--- src/rtl/dma_chan_pkg.sv ---
package dma_chan_pkg;
   typedef enum logic [2:0] {
      ST_WAIT,
      ST_READ,
      ST_WRITE,
      ST_ACK,
      ST_GAP
   } seq_state_t;

   localparam logic [2:0] RA_CTRL  = 3'd0;
   localparam logic [2:0] RA_PADDR = 3'd1;
   localparam logic [2:0] RA_MADDR = 3'd2;
   localparam logic [2:0] RA_COUNT = 3'd3;
   localparam logic [2:0] RA_STAT  = 3'd4;
   localparam logic [2:0] RA_FCLR  = 3'd5;

   localparam int B_EN   = 0;
   localparam int B_DIR  = 4;
   localparam int B_CIRC = 5;
   localparam int B_PINC = 6;
   localparam int B_MINC = 7;
   localparam int B_PSZ  = 8;
   localparam int B_MSZ  = 10;
   localparam int B_PRIO = 12;
   localparam int B_M2M  = 14;

   typedef struct packed {
      logic       dir;
      logic       circ;
      logic       pinc;
      logic       minc;
      logic       m2m;
      logic [1:0] psz;
      logic [1:0] msz;
      logic [1:0] prio;
   } chan_cfg_t;
endpackage

--- src/rtl/dma_chan_ptr.sv ---
module dma_chan_ptr #(
   parameter int AW = 16
) (
   input  logic          clk,
   input  logic          rst_n,
   input  logic          load,
   input  logic          step,
   input  logic [AW-1:0] base,
   output logic [AW-1:0] ptr
);
   always_ff @(posedge clk or negedge rst_n) begin
      if (!rst_n)    ptr <= '0;
      else if (load) ptr <= base;
      else if (step) ptr <= ptr + AW'(1);
   end
endmodule

--- src/rtl/dma_chan_regs.sv ---
module dma_chan_regs
   import dma_chan_pkg::*;
#(
   parameter int AW = 16,
   parameter int CW = 16,
   parameter int RW = 16
) (
   input  logic          clk,
   input  logic          rst_n,
   input  logic          wr,
   input  logic [2:0]    addr,
   input  logic [RW-1:0] wdata,
   output logic [RW-1:0] rdata,
   input  logic          active,
   input  logic          item_done,
   output logic          en_cfg,
   output logic          lock,
   output logic          start,
   output logic          wrap,
   output logic          cnt_nz,
   output chan_cfg_t     cfg,
   output logic [AW-1:0] pa_start,
   output logic [AW-1:0] ma_start,
   output logic          tc
);
   logic [CW-1:0] cnt_q, cnt_init;
   logic          unused_bits;

   assign unused_bits = ^{wdata[3:1], wdata[RW-1:15]};
   assign lock   = en_cfg | active;
   assign start  = wr && (addr == RA_CTRL) && !lock && wdata[B_EN];
   assign wrap   = cfg.circ && (cnt_q == CW'(1));
   assign cnt_nz = (cnt_q != '0);

   always_ff @(posedge clk or negedge rst_n) begin
      if (!rst_n) begin
         en_cfg   <= 1'b0;
         cfg      <= '0;
         pa_start <= '0;
         ma_start <= '0;
         cnt_q    <= '0;
         cnt_init <= '0;
         tc       <= 1'b0;
      end else begin
         if (wr) begin
            unique case (addr)
               RA_CTRL: begin
                  en_cfg <= wdata[B_EN];
                  if (!lock) begin
                     cfg.dir  <= wdata[B_DIR];
                     cfg.circ <= wdata[B_CIRC];
                     cfg.pinc <= wdata[B_PINC];
                     cfg.minc <= wdata[B_MINC];
                     cfg.m2m  <= wdata[B_M2M];
                     cfg.psz  <= wdata[B_PSZ+:2];
                     cfg.msz  <= wdata[B_MSZ+:2];
                     cfg.prio <= wdata[B_PRIO+:2];
                  end
               end
               RA_PADDR: if (!lock) pa_start <= wdata[AW-1:0];
               RA_MADDR: if (!lock) ma_start <= wdata[AW-1:0];
               RA_COUNT: if (!lock) begin
                  cnt_q    <= wdata[CW-1:0];
                  cnt_init <= wdata[CW-1:0];
               end
               RA_FCLR:  if (wdata[0]) tc <= 1'b0;
               default: ;
            endcase
         end
         if (item_done) begin
            if (cnt_q == CW'(1)) begin
               tc    <= 1'b1;
               cnt_q <= cfg.circ ? cnt_init : '0;
            end else begin
               cnt_q <= cnt_q - CW'(1);
            end
         end
      end
   end

   always_comb begin
      rdata = '0;
      unique case (addr)
         RA_CTRL: begin
            rdata[B_EN]     = lock;
            rdata[B_DIR]    = cfg.dir;
            rdata[B_CIRC]   = cfg.circ;
            rdata[B_PINC]   = cfg.pinc;
            rdata[B_MINC]   = cfg.minc;
            rdata[B_M2M]    = cfg.m2m;
            rdata[B_PSZ+:2] = cfg.psz;
            rdata[B_MSZ+:2] = cfg.msz;
            rdata[B_PRIO+:2] = cfg.prio;
         end
         RA_PADDR: rdata[AW-1:0] = pa_start;
         RA_MADDR: rdata[AW-1:0] = ma_start;
         RA_COUNT: rdata[CW-1:0] = cnt_q;
         RA_STAT:  rdata[0]      = tc;
         default:  rdata = '0;
      endcase
   end
endmodule

--- src/rtl/dma_chan_seq.sv ---
module dma_chan_seq
   import dma_chan_pkg::*;
(
   input  logic       clk,
   input  logic       rst_n,
   input  logic       en_cfg,
   input  logic       cnt_nz,
   input  logic       m2m,
   input  logic       per_req,
   input  logic [7:0] rd_byte,
   output logic [7:0] wr_byte,
   output logic       bus_valid,
   output logic       bus_write,
   output logic       rd_phase,
   output logic       item_done,
   output logic       per_ack,
   output logic       active
);
   seq_state_t state, nxt;

   always_comb begin
      nxt = state;
      unique case (state)
         ST_WAIT:  if (en_cfg && cnt_nz && (m2m || per_req)) nxt = ST_READ;
         ST_READ:  nxt = ST_WRITE;
         ST_WRITE: nxt = m2m ? ST_WAIT : ST_ACK;
         ST_ACK:   nxt = ST_GAP;
         ST_GAP:   nxt = ST_WAIT;
         default:  nxt = ST_WAIT;
      endcase
   end

   always_ff @(posedge clk or negedge rst_n) begin
      if (!rst_n) begin
         state   <= ST_WAIT;
         wr_byte <= '0;
      end else begin
         state <= nxt;
         if (state == ST_READ) wr_byte <= rd_byte;
      end
   end

   assign rd_phase  = (state == ST_READ);
   assign bus_write = (state == ST_WRITE);
   assign bus_valid = rd_phase | bus_write;
   assign item_done = bus_write;
   assign per_ack   = (state == ST_ACK);
   assign active    = (state != ST_WAIT);
endmodule

--- src/rtl/dma_chan_top.sv ---
module dma_chan_top
   import dma_chan_pkg::*;
#(
   parameter int AW = 16,
   parameter int CW = 16,
   parameter int RW = 16
) (
   input  logic          clk,
   input  logic          rst_n,
   input  logic          reg_wr,
   input  logic [2:0]    reg_addr,
   input  logic [RW-1:0] reg_wdata,
   output logic [RW-1:0] reg_rdata,
   output logic          bus_valid,
   output logic          bus_write,
   output logic [AW-1:0] bus_addr,
   output logic [7:0]    bus_wdata,
   input  logic [7:0]    bus_rdata,
   input  logic          per_req,
   output logic          per_ack,
   output logic          tc_flag
);
   localparam int NPTR = 2;

   generate
      if (RW < 16) begin : g_rw_chk
         $error("RW must hold the 15 control bits");
      end
      if (AW > RW || CW > RW) begin : g_fit_chk
         $error("AW and CW must fit in RW");
      end
      if (AW < 2 || CW < 2) begin : g_min_chk
         $error("AW and CW must be at least 2");
      end
   endgenerate

   chan_cfg_t     cfg;
   logic          en_cfg, lock, start, wrap, cnt_nz, active, item_done, rd_phase;
   logic [AW-1:0] pa_start, ma_start;
   logic          m2m_mode, en_rb;
   logic [AW-1:0] base_a [NPTR];
   logic          inc_a  [NPTR];
   logic [AW-1:0] ptr_a  [NPTR];
   logic [AW-1:0] src_ptr, dst_ptr;

   assign m2m_mode = cfg.m2m;
   assign en_rb    = lock;

   dma_chan_regs #(.AW(AW), .CW(CW), .RW(RW)) u_regs (
      .clk(clk), .rst_n(rst_n), .wr(reg_wr), .addr(reg_addr), .wdata(reg_wdata),
      .rdata(reg_rdata), .active(active), .item_done(item_done), .en_cfg(en_cfg),
      .lock(lock), .start(start), .wrap(wrap), .cnt_nz(cnt_nz), .cfg(cfg),
      .pa_start(pa_start), .ma_start(ma_start), .tc(tc_flag)
   );

   dma_chan_seq u_seq (
      .clk(clk), .rst_n(rst_n), .en_cfg(en_cfg), .cnt_nz(cnt_nz), .m2m(cfg.m2m),
      .per_req(per_req), .rd_byte(bus_rdata), .wr_byte(bus_wdata),
      .bus_valid(bus_valid), .bus_write(bus_write), .rd_phase(rd_phase),
      .item_done(item_done), .per_ack(per_ack), .active(active)
   );

   assign base_a[0] = pa_start;
   assign base_a[1] = ma_start;
   assign inc_a[0]  = cfg.pinc;
   assign inc_a[1]  = cfg.minc;

   generate
      for (genvar g = 0; g < NPTR; g++) begin : g_ptr
         dma_chan_ptr #(.AW(AW)) u_ptr (
            .clk(clk), .rst_n(rst_n),
            .load(start | (item_done & wrap)),
            .step(item_done & inc_a[g]),
            .base(base_a[g]),
            .ptr(ptr_a[g])
         );
      end
   endgenerate

   assign src_ptr  = cfg.dir ? ptr_a[1] : ptr_a[0];
   assign dst_ptr  = cfg.dir ? ptr_a[0] : ptr_a[1];
   assign bus_addr = rd_phase ? src_ptr : dst_ptr;
endmodule

--- config.mk ---
export PLATFORM = sky130hd
export DESIGN_NAME = dma_chan_top
export DESIGN_NICKNAME = d
export VERILOG_FILES = /design/src/rtl/dma_chan_pkg.sv /design/src/rtl/dma_chan_ptr.sv /design/src/rtl/dma_chan_regs.sv /design/src/rtl/dma_chan_seq.sv /design/src/rtl/dma_chan_top.sv
export SDC_FILE = /design/constraint.sdc
export NUM_CORES = 1
export LEC_CHECK = 0
export ABC_AREA = 1
export BUFFER_PORTS_ARGS = -buffer_cell sky130_fd_sc_hd__buf_2
export CORE_UTILIZATION = 54
export DETAILED_ROUTE_END_ITERATION = 8
export GPL_TIMING_DRIVEN = 1
export PLACE_DENSITY = 0.77
export SLEW_MARGIN = 5
export SYNTH_ARGS = -nofsm -noshare
export SYNTH_HDL_FRONTEND = slang
export SYNTH_HIERARCHICAL = 1
export SYNTH_SLANG_ARGS = --single-unit
--- constraint.sdc ---
create_clock -name clk -period 2.4 [get_ports clk]
set_clock_uncertainty 0.15 [all_clocks]
set_input_delay 0.24 -clock clk [delete_from_list [all_inputs] [get_ports clk]]
set_output_delay 0.24 -clock clk [all_outputs]
set_load 0.02 [all_outputs]
==> impl_metrics.tcl <==
set metrics [dict create \
    gp_congestion 0.938 \
    core_sq_mm 0.0122 \
    grt_pass1_wl_um 32500 \
    dieHeight_um 115 \
    post_synth_instance_area_sq_mm 0.00689 \
    drt-initial-drc-count 801 \
    io_buffer_count 74 \
    wl_met3_um 1680 \
    grt_pass1_vias 6423 \
    htree_levels 4 \
    antennaDiodeCount 0 \
    tightest_slew_ns 0.609 \
    wl_met1_um 8640 \
    post-route-util_pct 69.8 \
    hold_depth 3 \
    top_layer_used "met4" \
    clkTransAtPathRegs_ns 0.06 \
    via_count 7037 \
    antenna_found_initial 0 \
    outcome "complete, no violations" \
    dpl.hpwl_um 14400 \
    hold_viol 0 \
    avgViaCountPerCell 5.63 \
    regArea_sq_mm 0.00300 \
    powerDensity_mw_per_mm2 1190 \
    synth_nets 977 \
    slew_headroom_pct 59.4 \
    min_path_type "input port to flip-flop" \
    wire_per_inst_um 16.8 \
    pwr-share-seq_pct 36.4 \
    p_clk_share_pct 25.4 \
    finalMaxSlewViolations 0 \
    firstDrtPassIters 5 \
    cts.sinks 120 \
    syn_inst 941 \
    ys_warn_count 6 \
    cp.required_ns 2.01 \
    min_period_over_period_pct 99.7 \
    clkLatencyLatePin_ns 0.43 \
    place_ws_ns 0.0724 \
    p_int_w 0.00591 \
    p_leak_nw 4.33 \
    switching_share_pct 41.9 \
    worstRegToRegCells 14 \
    worstSetupEndpointType "output pin" \
    crit_path_start_kind "flip-flop" \
    p_comb_share_pct 38.2 \
    worst_slack_ns 0.00762 \
    wl_um 21000 \
    rows 40 \
    fmax_mhz 418 \
    min_period_ns 2.39 \
    power_w 0.0102 \
    grt.overflow.total 0 \
    switching_power_w 0.00426 \
    peakVddDrop_mv 0.713 \
    ios 75 \
    placedCellCount 1183 \
    wl_met2_um 9990 \
    drive_gt1_share_pct 18.2 \
    fillCellCount 1038 \
    multi_input_area_sq_mm 0.00337 \
    fp.dieW_um 115 \
    cts_made_buffers 17 \
    cts_buffer_depth 2 \
    antenna_left 0 \
    initial_utilization_pct 56.4 \
    setup.worst_path.class "flip-flop to output pin" \
    area_growth_pct 23.7 \
    maxCapViolCount 0 \
    path_max_fanout 8 \
    fin_nets 1104 \
    rsz0062_at_grt "yes" \
    grt_usage_pct 32.8 \
    tritoncts "built" \
    setup_viol 0 \
    final_cells 1249 \
    dieArea_sq_mm 0.0132 \
    drc_errors 0 \
    avgSynthCellArea_sq_um 7.33 \
    grt_start_max_net_pins 54 \
    root_buffer "clkbuf_16" \
    worst_ep_arrival_time_ns 2.00 \
]
-- through the flow --
step	cell area (sq um)	setup TNS [ns]	hold slack, ns
2_1_floorplan	6890	0	-0.206
3_3_place_gp	7520	0	0.0707
3_5_place_dp	7520	0	0.0680
4_1_cts	8390	0	0.0304
5_1_grt	8530	-0.593	0.0527
6_report	8530	0	0.0390
-- power groups by stage --
| stage | Sequential, W | Combinational (W) | Clock (W) |
|---|---|---|---|
| 4_1_cts | 0.00366 | 0.00367 | 0.00259 |
| 3_5_place_dp | 0.00366 | 0.00357 | 0 |
| 6_report | 0.00370 | 0.00389 | 0.00258 |
| 2_1_floorplan | 0.00351 | 0.00245 | 0 |
| 5_1_grt | 0.00378 | 0.00429 | 0.00270 |
| 3_3_place_gp | 0.00366 | 0.00349 | 0 |
-- metal layers --
metal / global-route usage [%] / vias to the layer above
met2: 51.6 / 364
met3: 7.49 / 53
li1: - / 3326
met5: 0 / -
met4: 16.3 / 0
met1: 42.9 / 3294
-- placed cells by master, fill, tap and decap left out, drive strengths merged --
cell and count:
bufinv 2, o211ai 10, o21a 1, o21bai 4, nand2 340, dfrtp 120, mux2 1, a22oi 25
a21o 1, o2111ai 10, inv 92, nor2 75, nand4 15, xnor2 6, clkinvlp 5, ha 5
and2 1, o22ai 1, clkinv 8, dlygate4sd3 25, o21ai 84, xor2 9, a21oi 12, clkbuf 22
nand3 90, nor3 2, buf 115
-- registers in the layout (all words and copies together), names as in the netlist --
name and flops:
u_regs/tc 1, u_regs/pa_start 16, u_regs/cnt_init 16, u_seq/state 3, u_regs/ma_start 16, g_ptr.u_ptr/ptr 32
u_regs/en_cfg 1, u_regs/cfg 11, u_regs/cnt_q 16, u_seq/wr_byte 8
-- worst max-delay path, stage by stage, from the launching register on --
cell,delay [ns]
dfrtp_1,0.39
inv_2,0.09
buf_6,0.11
nand3_2,0.10
inv_4,0.10
clkinvlp_4,0.21
nand2_4,0.19
nand3_1,0.13
nand2_1,0.10
buf_4,0.13
-- final cells by class --
| type | count | area share, % |
|---|---|---|
| clock buffer | 22 | 5.68 |
| clock inverter | 10 | 1.39 |
| inverter | 97 | 4.39 |
| multi-input combinational | 692 | 39.5 |
| sequential | 120 | 35.2 |
| tap | 168 | 2.47 |
| timing repair buffer | 140 | 11.4 |
-- timing repair --
item	CTS	global route
gates cloned	0	2
endpoints found under the setup margin	16	45
endpoints found under the hold margin	81	0
pin swaps	0	3
resized for setup	7	22
setup buffers	0	7
hold buffers	25	0
-- final timing paths --
path	slack [ns]	startpoint	endpoint
worst min-delay path	0.04	reg_wdata[4]	u_regs/cfg[10]
worst min register to register	0.32	u_seq/wr_byte[5]	u_seq/wr_byte[5]
max in group asynchronous	1.19	rst_n	u_regs/cnt_q[3]
min in group asynchronous	0.16	rst_n	g_ptr[1].u_ptr/ptr[9]
worst max register to register	0.15	u_regs/cnt_q[8]	g_ptr[1].u_ptr/ptr[12]
worst max-delay path	0.008	u_seq/state[2]	bus_addr[3]
Power figures use the tool's default switching activity.
